<file path="config.mk">
export PLATFORM = sky130hd
export DESIGN_NAME = uart_rx_core
export DESIGN_NICKNAME = d
export VERILOG_FILES = /design/src/rtl/uart_rx_pkg.sv /design/src/rtl/uart_rx_frame.sv /design/src/rtl/uart_rx_fifo.sv /design/src/rtl/uart_rx_core.sv
export SDC_FILE = /design/constraint.sdc
export NUM_CORES = 1
export LEC_CHECK = 0
export ABC_AREA = 0
export BUFFER_PORTS_ARGS = -buffer_cell sky130_fd_sc_hd__buf_4
export CAP_MARGIN = 20
export CORE_UTILIZATION = 40
export CTS_CLUSTER_SIZE = 28
export DETAILED_ROUTE_END_ITERATION = 8
export GPL_TIMING_DRIVEN = 0
export PLACE_DENSITY = 0.62
export SETUP_SLACK_MARGIN = 0.2
export SKIP_LAST_GASP = 1
export SLEW_MARGIN = 40
export SYNTH_ARGS = -nofsm -noshare
export SYNTH_HDL_FRONTEND = slang
export SYNTH_SLANG_ARGS = --single-unit
</file>
<file path="constraint.sdc">
create_clock -name clk -period 2.89 [get_ports clk]
set_clock_uncertainty 0.1 [all_clocks]
set_input_delay 0 -clock clk [delete_from_list [all_inputs] [get_ports clk]]
set_output_delay 0 -clock clk [all_outputs]
set_load 0.05 [all_outputs]
</file>
<file path="src/rtl/uart_rx_pkg.sv">
package uart_rx_pkg;
  localparam int ENTRY_W = 12;
  localparam int CHAR_W  = 8;
  localparam int FE_BIT  = 8;
  localparam int PE_BIT  = 9;
  localparam int BE_BIT  = 10;
  localparam int OE_BIT  = 11;

  typedef enum logic [2:0] {
    S_IDLE,
    S_START,
    S_DATA,
    S_PAR,
    S_STOP,
    S_RECOVER
  } rx_state_e;
endpackage

</file>
<file path="src/rtl/uart_rx_frame.sv">
module uart_rx_frame
  import uart_rx_pkg::*;
#(
  parameter int OVS = 16
) (
  input  logic               clk,
  input  logic               rst_n,
  input  logic               active,
  input  logic               tick,
  input  logic               rxd,
  input  logic [1:0]         wlen,
  input  logic               par_en,
  input  logic               par_even,
  input  logic               two_stop,
  output logic               push_vld,
  output logic [ENTRY_W-1:0] push_data
);
  localparam int CW  = $clog2(OVS);
  localparam int MID = OVS / 2 - 1;

  rx_state_e          state_q, state_d;
  logic [CW-1:0]      cnt_q, cnt_d;
  logic [2:0]         idx_q, idx_d;
  logic [CHAR_W-1:0]  shreg_q, shreg_d;
  logic               par_q, par_d;
  logic               stop2_q, stop2_d;
  logic               fe_q, fe_d;
  logic               high_q, high_d;
  logic               push_vld_q, push_vld_d;
  logic [ENTRY_W-1:0] push_data_q, push_data_d;

  logic [2:0] last_idx;
  logic       fe_now, high_now, pe_now, at_bit;

  assign last_idx = {1'b0, wlen} + 3'd4;
  assign at_bit   = (cnt_q == CW'(OVS - 1));
  assign fe_now   = fe_q | ~rxd;
  assign high_now = high_q | rxd;
  assign pe_now   = par_en & ((^shreg_q) ^ par_q ^ ~par_even);

  always_comb begin
    state_d     = state_q;
    cnt_d       = cnt_q;
    idx_d       = idx_q;
    shreg_d     = shreg_q;
    par_d       = par_q;
    stop2_d     = stop2_q;
    fe_d        = fe_q;
    high_d      = high_q;
    push_vld_d  = 1'b0;
    push_data_d = push_data_q;
    if (!active) begin
      state_d = S_IDLE;
      cnt_d   = '0;
    end else if (tick) begin
      unique case (state_q)
        S_IDLE: begin
          if (!rxd) begin
            state_d = S_START;
            cnt_d   = '0;
          end
        end
        S_START: begin
          if (cnt_q == CW'(MID)) begin
            state_d = rxd ? S_IDLE : S_DATA;
            cnt_d   = '0;
            idx_d   = '0;
            shreg_d = '0;
            par_d   = 1'b0;
            fe_d    = 1'b0;
            high_d  = 1'b0;
          end else begin
            cnt_d = cnt_q + CW'(1);
          end
        end
        S_DATA: begin
          if (at_bit) begin
            shreg_d[idx_q] = rxd;
            high_d         = high_now;
            cnt_d          = '0;
            if (idx_q == last_idx) begin
              state_d = par_en ? S_PAR : S_STOP;
              stop2_d = two_stop;
            end else begin
              idx_d = idx_q + 3'd1;
            end
          end else begin
            cnt_d = cnt_q + CW'(1);
          end
        end
        S_PAR: begin
          if (at_bit) begin
            par_d   = rxd;
            high_d  = high_now;
            cnt_d   = '0;
            state_d = S_STOP;
          end else begin
            cnt_d = cnt_q + CW'(1);
          end
        end
        S_STOP: begin
          if (at_bit) begin
            cnt_d  = '0;
            fe_d   = fe_now;
            high_d = high_now;
            if (stop2_q) begin
              stop2_d = 1'b0;
            end else begin
              push_vld_d = 1'b1;
              if (!high_now) begin
                push_data_d = '0;
                push_data_d[BE_BIT] = 1'b1;
                push_data_d[FE_BIT] = 1'b1;
              end else begin
                push_data_d = {1'b0, 1'b0, pe_now, fe_now, shreg_q};
              end
              state_d = fe_now ? S_RECOVER : S_IDLE;
            end
          end else begin
            cnt_d = cnt_q + CW'(1);
          end
        end
        S_RECOVER: begin
          if (rxd) state_d = S_IDLE;
        end
        default: state_d = S_IDLE;
      endcase
    end
  end

  always_ff @(posedge clk or negedge rst_n) begin
    if (!rst_n) begin
      state_q     <= S_IDLE;
      cnt_q       <= '0;
      idx_q       <= '0;
      shreg_q     <= '0;
      par_q       <= 1'b0;
      stop2_q     <= 1'b0;
      fe_q        <= 1'b0;
      high_q      <= 1'b0;
      push_vld_q  <= 1'b0;
      push_data_q <= '0;
    end else begin
      state_q     <= state_d;
      cnt_q       <= cnt_d;
      idx_q       <= idx_d;
      shreg_q     <= shreg_d;
      par_q       <= par_d;
      stop2_q     <= stop2_d;
      fe_q        <= fe_d;
      high_q      <= high_d;
      push_vld_q  <= push_vld_d;
      push_data_q <= push_data_d;
    end
  end

  assign push_vld  = push_vld_q;
  assign push_data = push_data_q;

  AST_BREAK_ENTRY: assert property (@(posedge clk) disable iff (!rst_n)
    (push_vld_q && push_data_q[BE_BIT]) |-> (push_data_q[FE_BIT] && push_data_q[CHAR_W-1:0] == '0));
  AST_IDLE_WHEN_OFF: assert property (@(posedge clk) disable iff (!rst_n)
    !active |=> (state_q == S_IDLE && !push_vld_q));
  AST_GLITCH_DROP: assert property (@(posedge clk) disable iff (!rst_n)
    (active && tick && state_q == S_START && cnt_q == CW'(MID) && rxd) |=> state_q == S_IDLE);
endmodule

</file>
<file path="src/rtl/uart_rx_fifo.sv">
module uart_rx_fifo
  import uart_rx_pkg::*;
#(
  parameter int DEPTH = 32,
  parameter int W     = ENTRY_W
) (
  input  logic                       clk,
  input  logic                       rst_n,
  input  logic                       wr_en,
  input  logic [W-1:0]               wr_data,
  input  logic                       rd_en,
  output logic [W-1:0]               rd_data,
  output logic                       empty,
  output logic                       full,
  output logic [$clog2(DEPTH+1)-1:0] level,
  output logic                       ovr_evt
);
  localparam int AW   = $clog2(DEPTH);
  localparam int CNTW = $clog2(DEPTH + 1);

  logic [W-1:0]    mem [DEPTH];
  logic [AW-1:0]   wptr_q, wptr_d, rptr_q, rptr_d, newest;
  logic [CNTW-1:0] count_q, count_d;
  logic            push_ok, pop_ok;

  assign empty   = (count_q == '0);
  assign full    = (count_q == CNTW'(DEPTH));
  assign pop_ok  = rd_en && !empty;
  assign push_ok = wr_en && (!full || pop_ok);
  assign ovr_evt = wr_en && full && !pop_ok;
  assign newest  = wptr_q - AW'(1);

  always_comb begin
    wptr_d  = push_ok ? wptr_q + AW'(1) : wptr_q;
    rptr_d  = pop_ok  ? rptr_q + AW'(1) : rptr_q;
    count_d = count_q;
    if (push_ok && !pop_ok)      count_d = count_q + CNTW'(1);
    else if (!push_ok && pop_ok) count_d = count_q - CNTW'(1);
  end

  always_ff @(posedge clk or negedge rst_n) begin
    if (!rst_n) begin
      wptr_q  <= '0;
      rptr_q  <= '0;
      count_q <= '0;
    end else begin
      wptr_q  <= wptr_d;
      rptr_q  <= rptr_d;
      count_q <= count_d;
    end
  end

  always_ff @(posedge clk) begin
    if (push_ok)      mem[wptr_q]         <= wr_data;
    else if (ovr_evt) mem[newest][OE_BIT] <= 1'b1;
  end

  assign rd_data = mem[rptr_q];
  assign level   = count_q;

  AST_NO_OVERFLOW: assert property (@(posedge clk) disable iff (!rst_n)
    ovr_evt |=> $stable(count_q));
  AST_EMPTY_POP: assert property (@(posedge clk) disable iff (!rst_n)
    (rd_en && empty && !wr_en) |=> count_q == '0);
endmodule

</file>
<file path="src/rtl/uart_rx_core.sv">
module uart_rx_core
  import uart_rx_pkg::*;
#(
  parameter int DEPTH = 32,
  parameter int OVS   = 16
) (
  input  logic                       clk,
  input  logic                       rst_n,
  input  logic                       en_global,
  input  logic                       en_rx,
  input  logic                       tick16,
  input  logic                       rxd,
  input  logic [1:0]                 wlen,
  input  logic                       par_en,
  input  logic                       par_even,
  input  logic                       two_stop,
  input  logic                       rd_en,
  output logic [ENTRY_W-1:0]         rd_data,
  output logic                       rx_empty,
  output logic                       rx_full,
  output logic [$clog2(DEPTH+1)-1:0] rx_level,
  input  logic                       stat_wr,
  output logic [3:0]                 rx_status
);
  logic [1:0]         rst_sync_q;
  logic               rst_i_n;
  logic               push_vld, ovr_evt;
  logic [ENTRY_W-1:0] push_data;
  logic [3:0]         stat_q, stat_d, stat_new;

  always_ff @(posedge clk or negedge rst_n) begin
    if (!rst_n) rst_sync_q <= 2'b00;
    else        rst_sync_q <= {rst_sync_q[0], 1'b1};
  end
  assign rst_i_n = rst_sync_q[1];

  uart_rx_frame #(.OVS(OVS)) u_frame (
    .clk      (clk),
    .rst_n    (rst_i_n),
    .active   (en_global & en_rx),
    .tick     (tick16),
    .rxd      (rxd),
    .wlen     (wlen),
    .par_en   (par_en),
    .par_even (par_even),
    .two_stop (two_stop),
    .push_vld (push_vld),
    .push_data(push_data)
  );

  uart_rx_fifo #(.DEPTH(DEPTH), .W(ENTRY_W)) u_fifo (
    .clk    (clk),
    .rst_n  (rst_i_n),
    .wr_en  (push_vld),
    .wr_data(push_data),
    .rd_en  (rd_en),
    .rd_data(rd_data),
    .empty  (rx_empty),
    .full   (rx_full),
    .level  (rx_level),
    .ovr_evt(ovr_evt)
  );

  always_comb begin
    stat_new = {ovr_evt,
                push_vld & push_data[BE_BIT],
                push_vld & push_data[PE_BIT],
                push_vld & push_data[FE_BIT]};
    stat_d = (stat_wr ? 4'b0000 : stat_q) | stat_new;
  end

  always_ff @(posedge clk or negedge rst_i_n) begin
    if (!rst_i_n) stat_q <= 4'b0000;
    else          stat_q <= stat_d;
  end
  assign rx_status = stat_q;

  AST_STAT_CLEAR: assert property (@(posedge clk) disable iff (!rst_i_n)
    (stat_wr && !push_vld) |=> stat_q == 4'b0000);
  AST_STAT_STICKY: assert property (@(posedge clk) disable iff (!rst_i_n)
    !stat_wr |=> ((stat_q & $past(stat_q)) == $past(stat_q)));
endmodule

</file>
==> results of run 1 <==
==> synthesized netlist by cell type, types with 3 or more instances <==
cell type  instances  area [sq um]
nor3b_1            4          30.0
buf_2             16          80.1
nor4_4             3          63.8
inv_1             28           105
o21ai_0           38           190
nand4_1           29           181
o21a_1             4          30.0
nor4_1             4          25.0
and2_1            15          93.8
ha_1              10           125
a22oi_1           36           270
mux2_2            26           293
xnor2_1           21           184
o31ai_1            5          37.5
a21o_1             4          30.0
and3_1             6          37.5
a31oi_1           13          81.3
or3b_2             3          26.3
a2111oi_1          9          90.1
o22ai_1            3          18.8
nor3_1             8          40.0
or4_2              4          35.0
a211oi_1          17           128
mux2i_1          103          1030
nand2_1           96           360
nor2_1            33           124
a21oi_1           25           125
nand2b_1           7          43.8
buf_1             10          37.5
o211ai_1           7          52.6
a41oi_1            7          61.3
nand3_1           30           150
a2111oi_2          3          45.0
nor2b_1            8          50.1
a2111oi_0          4          35.0
o21ai_1            3          15.0
clkbuf_1          46           173
mux4_2            48          1080
edfxtp_1         384         11500
dfrtp_1           56          1400
==> registers in the layout, indices dropped and copies added, names as in the netlist <==
| name | count |
|---|---|
| u_frame.par_q | 1 |
| u_fifo.rptr_q | 5 |
| rst_sync_q | 2 |
| u_fifo.mem | 384 |
| u_frame.push_vld | 1 |
| rx_status | 4 |
| u_frame.fe_q | 1 |
| u_frame.state_q | 3 |
| u_frame.stop2_q | 1 |
| u_frame.high_q | 1 |
| u_fifo.level | 6 |
| u_frame.idx_q | 3 |
| u_frame.push_data | 11 |
| u_frame.cnt_q | 4 |
| u_frame.shreg_q | 8 |
| u_fifo.wptr_q | 5 |
==> layout make-up <==
class                           instances  area share (%)
Buffer                                 72            2.45
Clock buffer                           66            5.33
Clock inverter                         20           0.879
Inverter                               28           0.526
Multi-Input combinational cell        673            26.4
Sequential cell                       440            54.4
Tap cell                              607            3.19
Timing Repair Buffer                  123            6.70
Timing Repair inverter                  1          0.0316
==> final timing paths <==
kind	startpoint	end	slack, ns	cells after the start
setup / recovery	u_fifo.rptr_q[0]	rd_data[3]	0.08	7
hold / removal	stat_wr	rx_status[3]	0.08	3
setup reg to reg	u_fifo.wptr_q[4]	u_fifo.mem[27][0]	0.09	5
hold reg to reg	rst_sync_q[1]	rx_status[2]	0.14	0
max in group asynchronous	rst_sync_q[1]	u_fifo.level[2]	2.02	1
min in group asynchronous	rst_sync_q[1]	rx_status[2]	0.14	0
==> per-layer routing <==
metal / global-route usage [%] / up-vias / routed length, um
met5: 0 / - / 0
met4: 5.90 / 0 / 1140
met3: 3.67 / 62 / 3240
met2: 33.7 / 461 / 23800
met1: 27.6 / 5937 / 20700
li1: - / 5156 / -
==> power by group through the flow <==
stage / logic, W / registers (W) / clock network [W]
2_1_floorplan: 0.00337 / 0.00733 / 0
3_3_place_gp: 0.00521 / 0.00722 / 0
3_5_place_dp: 0.00526 / 0.00722 / 0
4_1_cts: 0.00635 / 0.00707 / 0.00588
5_1_grt: 0.00693 / 0.00711 / 0.00610
6_report: 0.00665 / 0.00709 / 0.00579
==> per-stage QoR <==
stage | hold WS (ns) | TNS (ns) | util (%)
final | 0.0807 | 0 | 51.1
after global routing | 0.0992 | 0 | 51.1
after CTS | 0.0536 | 0 | 50.3
after detailed placement | -0.315 | -109.71 | 43.4
after global placement | -0.316 | -160.28 | 43.2
after floorplan | -0.396 | 0 | -
==> worst max-delay path: cells and delay by family, from the launching register on <==
| kind | cells | cell delay [ns] |
|---|---|---|
| AND/OR/NAND/NOR | 2 | 0.29 |
| multiplexers | 2 | 0.86 |
| flip-flops | 1 | 0.41 |
| buffers and inverters | 3 | 0.56 |
==> what timing repair did <==
| action | 4_1_cts | 5_1_grt |
|---|---|---|
| setup endpoints to repair | 636 | 560 |
| cloned | 4 | 2 |
| pin swaps | 43 | 21 |
| setup buffers | 57 | 10 |
| endpoints found under the hold margin | 34 | 0 |
| resized for setup | 162 | 69 |
| hold buffers | 14 | 0 |
==> kinds of logic after synthesis <==
family,Yosys count
compound gates,189
buf+inv,100
mux,177
fa+ha+maj,12
xor+xnor,24
simple gates,270
flops,440
other cells,1
==> flow_summary_export.csv, run 1 <==
group,metric,value,unit
die,die-area,0.0481,sq mm
clocking,clk_latency,0.58,ns
grt,grt_max_degree,33,
timing,min_period,2.81,ns
timing,finalCritPeriodShare,97.2,%
clocking,clkTransAtPathRegs,0.06,ns
final_layout,multi_input_area,0.00629,sq mm
setup_path,critPathRequiredTime,2.79,ns
route,drt-total-wl,48900,um
die,core_area,0.0466,sq mm
clocking,cts_max_path_buffers,3,
logic_synthesis,synth_xor_area_share,1.19,%
clocking,cts.sinks,440,
timing,rsz0062_at_grt,"yes",
setup_path,cp-end-kind,"output pin",
logic_synthesis,yosys_warnings,0,
route,vias_per_cell,5.72,
final_layout,most-common-layout-cells,"edfxtp_1 (384), mux2i_1 (97), nand2_1 (83)",
power,clkPwrFrac,29.6,%
timing,tightest_slew,0.742,ns
power,combPwrFrac,34.0,%
power,switching_share,33.3,%
logic_synthesis,ys_seq_area_share,68.5,%
logic_synthesis,async_reset_ff_share,12.7,%
grt,overflow,0,
setup_path,path_cells,"clkbuf_16 -> buf_12 -> mux4_2 -> mux2_4 -> nand2_1 -> nand4_1 -> buf_6",
final_layout,final_nets,1410,
final_layout,final_common_cell,"edfxtp_1",
placement,portBuffers,35,
logic_synthesis,synthAdderAreaFrac,0.822,%
clocking,cts_buffers,47,
final_layout,area_growth,25.9,%
clocking,cts_tree,"built",
clocking,cts-root-buf,"clkbuf_16",
timing,finalSetupViolCount,0,
placement,gp_congestion,0.852,
logic_synthesis,synth_top_flop_cell,"edfxtp_1",
grt,antenna_found_initial,0,
placement,place_hpwl,30400,um
timing,slew_viol_final,0,
setup_path,path_class,"reg2out",
route,vias,11600,
die,chipWidth,219,um
grt,grt_pass1_wl,72400,um
logic_synthesis,syn_area,0.0189,sq mm
run,maxCapViolCount,0,
logic_synthesis,synth_compound_area_share,6.96,%
timing,worst_slack,0.0823,ns
power,seqPwrFrac,36.3,%
logic_synthesis,synth.distinct_cells,69,
placement,place_area,0.0202,sq mm
final_layout,fillers,3790,
route,antenna_left,0,
final_layout,drive_gt1_share,29.5,%
setup_path,max_stage_delay,0.56,ns
final_layout,diodes,0,
timing,fmax,356,MHz
die,num_io_pins,37,
logic_synthesis,syn_area_per_cell,15.6,sq um
route,dr.pass1.iters,5,
logic_synthesis,syn_nets,1237,
logic_synthesis,synth_top_family_by_area,"multiplexers",
run_status,outcome,"complete, no violations",
route,drt_iter0_drc,1181,
final_layout,seq_area,0.0129,sq mm
timing,relSlewSlack,49.5,%
logic_synthesis,synth_simple_gate_area_share,7.68,%
power,p_int,0.0130,W
die,num_rows,79,
route,routedWlPerCell,24.1,um
power,p_total,0.0195,W
placement,place_inst,1857,
min_path,hold_class,"in2reg",
clocking,htreeDepth,2,
setup_path,start_kind,"flip-flop",
setup_path,cpMaxStageDelayCell,"mux4_2",
grt,first_global_vias,11500,
logic_synthesis,syn-instance-count,1213,
placement,place_ws,-0.469,ns
die,die_h,219,um
power,total_leakage_power,7.72,nW
logic_synthesis,synth_edf_count,384,
final_layout,fin_area,0.0238,sq mm
logic_synthesis,ys_ff_latch,440,
die,start_util,40.6,%
power,powerDensity,821,mW/mm^2
power,vdd_ir_drop_max,0.00162,V
grt,grt.total_usage,20.4,%
timing,final_hold_viol_count,0,
final_layout,instances_no_fill,2030,
setup_path,cp_max_fo,7,
route,drcViolationCount,0,
setup_path,cp.arrival,2.71,ns
power,p_sw,0.00651,W
logic_synthesis,synth.mux.area_fraction,12.7,%
Power figures use the tool's default switching activity.
==> run 2, diff against run 1 <==
==> constraint.sdc (replaced) <==
create_clock -name clk -period 2.86 [get_ports clk]
set_clock_uncertainty 0.1 [all_clocks]
set_input_delay 0 -clock clk [delete_from_list [all_inputs] [get_ports clk]]
set_output_delay 0 -clock clk [all_outputs]
set_load 0.05 [all_outputs]
==> flow_summary_export.csv, run 2 (same netlist as run 1, synthesis figures left out) <==
group,metric,value,unit
run_status,violations,"setup timing",
timing,slew_viol_final,0,
setup_path,cp-end-kind,"output pin",
final_layout,most-common-layout-cells,"edfxtp_1 (384), mux2i_1 (97), nand2_1 (92)",
final_layout,final_common_cell,"edfxtp_1",
route,wl_met1,20300,um
route,dr_wl_met3,2830,um
timing,tightest_slew,0.752,ns
setup_path,path_cells,"buf_8 -> buf_12 -> buf_12 -> mux4_2 -> mux2_4 -> nand2_2 -> nand4_1 -> buf_6",
die,die-area,0.0481,sq mm
die,start_util,40.6,%
clocking,cts.sinks,440,
setup_path,critPathRequiredTime,2.76,ns
timing,rsz0062_at_grt,"yes",
setup_path,max_stage_delay,0.53,ns
timing,finalSetupTns,-0.0244,ns
clocking,cts_max_path_buffers,3,
placement,place_hpwl,30300,um
timing,relSlewSlack,49.8,%
final_layout,post-route-util,50.8,%
setup_path,path_class,"reg2out",
timing,worst_slack,-0.0244,ns
clocking,clk_latency,0.58,ns
power,seqPwrFrac,36.5,%
timing,min_period,2.88,ns
final_layout,diodes,0,
die,num_rows,79,
route,drt-total-wl,47100,um
route,vias_per_cell,5.63,
route,antenna_left,0,
placement,gp_congestion,0.860,
final_layout,drive_gt1_share,30.1,%
grt,antenna_found_initial,4,
power,vdd_ir_drop_max,0.00141,V
grt,grt.total_usage,20.0,%
run,maxCapViolCount,0,
final_layout,fillers,3791,
power,combPwrFrac,32.9,%
setup_path,r2r_end,"u_fifo.mem[12][7]",
power,p_int,0.0131,W
placement,place_ws,-0.348,ns
timing,fmax,347,MHz
setup_path,cp.arrival,2.78,ns
clocking,clkTransAtPathRegs,0.06,ns
grt,overflow,0,
setup_path,reg2reg_slack,0.23,ns
grt,grt_max_degree,33,
route,met2WireLength,22000,um
setup_path,reg2reg_depth,7,
power,p_sw,0.00650,W
setup_path,cp_common_cell,"buf_12",
grt,first_global_vias,11300,
die,num_io_pins,37,
die,die_h,219,um
min_path,hold_end,"rx_status[2]",
route,vias,11500,
route,drt_iter0_drc,865,
setup_path,path_buf_inv,4,
min_path,whs_path_depth,3,
power,switching_share,33.1,%
die,core_area,0.0466,sq mm
setup_path,r2r_start,"u_fifo.wptr_q[0]",
placement,portBuffers,35,
route,dr.pass1.iters,4,
route,top_layer_used,"met5",
run_status,outcome,"complete, but fails checks",
setup_path,start_kind,"flip-flop",
setup_path,critical-path-top-delay-family,"multiplexers",
route,routedWlPerCell,23.1,um
clocking,cts_tree,"built",
min_path,hold_start,"stat_wr",
timing,final_hold_viol_count,0,
grt,grt_pass1_wl,70100,um
timing,finalSetupViolCount,1,
setup_path,cpMaxStageDelayCell,"mux4_2",
final_layout,regMostFlops,"u_fifo.mem",
timing,finalCritPeriodShare,101,%
power,total_leakage_power,7.65,nW
setup_path,cp_max_fo,5,
clocking,cts-root-buf,"clkbuf_16",
timing,holdWs,0.0852,ns
clocking,cts_buffers,47,
route,drcViolationCount,0,
final_layout,area_growth,25.3,%
die,chipWidth,219,um
power,clkPwrFrac,30.7,%
min_path,hold_class,"in2reg",
power,powerDensity,830,mW/mm^2
clocking,htreeDepth,2,
final_layout,final_nets,1419,
final_layout,largest_reg_flops,384,
==> run 2: cell types whose count changed in the layout (fill, tap and decap cells not counted), sizes merged <==
cell | before | now
inv | 26 | 25
bufinv | 3 | 5
clkbuf | 112 | 104
clkinv | 15 | 22
buf | 135 | 145
==> run 2: power groups by stage <==
stage	Clock [W]	Sequential (W)	Combinational, W
finish	0.00603	0.00716	0.00646
detailed placement	0	0.00730	0.00534
CTS	0.00612	0.00716	0.00612
global route	0.00634	0.00718	0.00677
floorplan	0	0.00742	0.00344
global placement	0	0.00730	0.00527
==> run 2: what timing repair did <==
action | 4_1_cts | 5_1_grt
gates cloned | 1 | 1
hold buffers | 14 | 0
endpoints found under the hold margin | 33 | 0
endpoints found under the setup margin | 672 | 557
setup buffers | 45 | 34
pin swaps | 36 | 17
resized for setup | 162 | 38
==> run 2: through the flow <==
step,power [W],cells,cell area [sq um]
after floorplan,0.0109,1213,19200
after global placement,0.0126,1855,20200
after detailed placement,0.0126,1858,20300
after CTS,0.0194,2005,23100
after global routing,0.0203,2040,23700
final,0.0196,2040,23700
==> run 2: worst max-delay path by stage <==
| stage | end | depth (start not counted) | start |
|---|---|---|---|
| 6_report | rd_data[3] | 8 | u_fifo.rptr_q[0] |
| 5_1_grt | rd_data[0] | 7 | u_fifo.rptr_q[0] |
| 4_1_cts | rd_data[4] | 7 | u_fifo.rptr_q[0] |
| 3_5_place_dp | u_fifo.mem[22][6] | 7 | u_fifo.wptr_q[0] |
| 3_3_place_gp | u_fifo.mem[23][5] | 7 | u_fifo.wptr_q[0] |
| 2_1_floorplan | u_fifo.level[5] | 10 | u_fifo.level[1] |
==> run 2: layout make-up <==
class / instances / area, sq um / area share, %
well taps: 607 / 759 / 3.21
flip-flops and latches: 440 / 12900 / 54.7
clock buffers: 59 / 1220 / 5.16
clock inverters: 28 / 293 / 1.24
multi-input cells: 673 / 6270 / 26.5
repair inverters: 1 / 7.51 / 0.0317
plain buffers: 72 / 544 / 2.30
repair buffers: 132 / 1490 / 6.31
inverters: 28 / 128 / 0.539
==> run 2: metal layers <==
metal / vias up / GRT usage (%)
met5: - / 0
met4: 8 / 8.56
met3: 101 / 4.80
met2: 328 / 30.8
met1: 5869 / 26.9
li1: 5174 / -
==> run 2: tightest hold or removal path: stages <==
cell and delay (ns):
dlygate4sd3_1 0.53, buf_4 0.12, o21ai_0 0.07
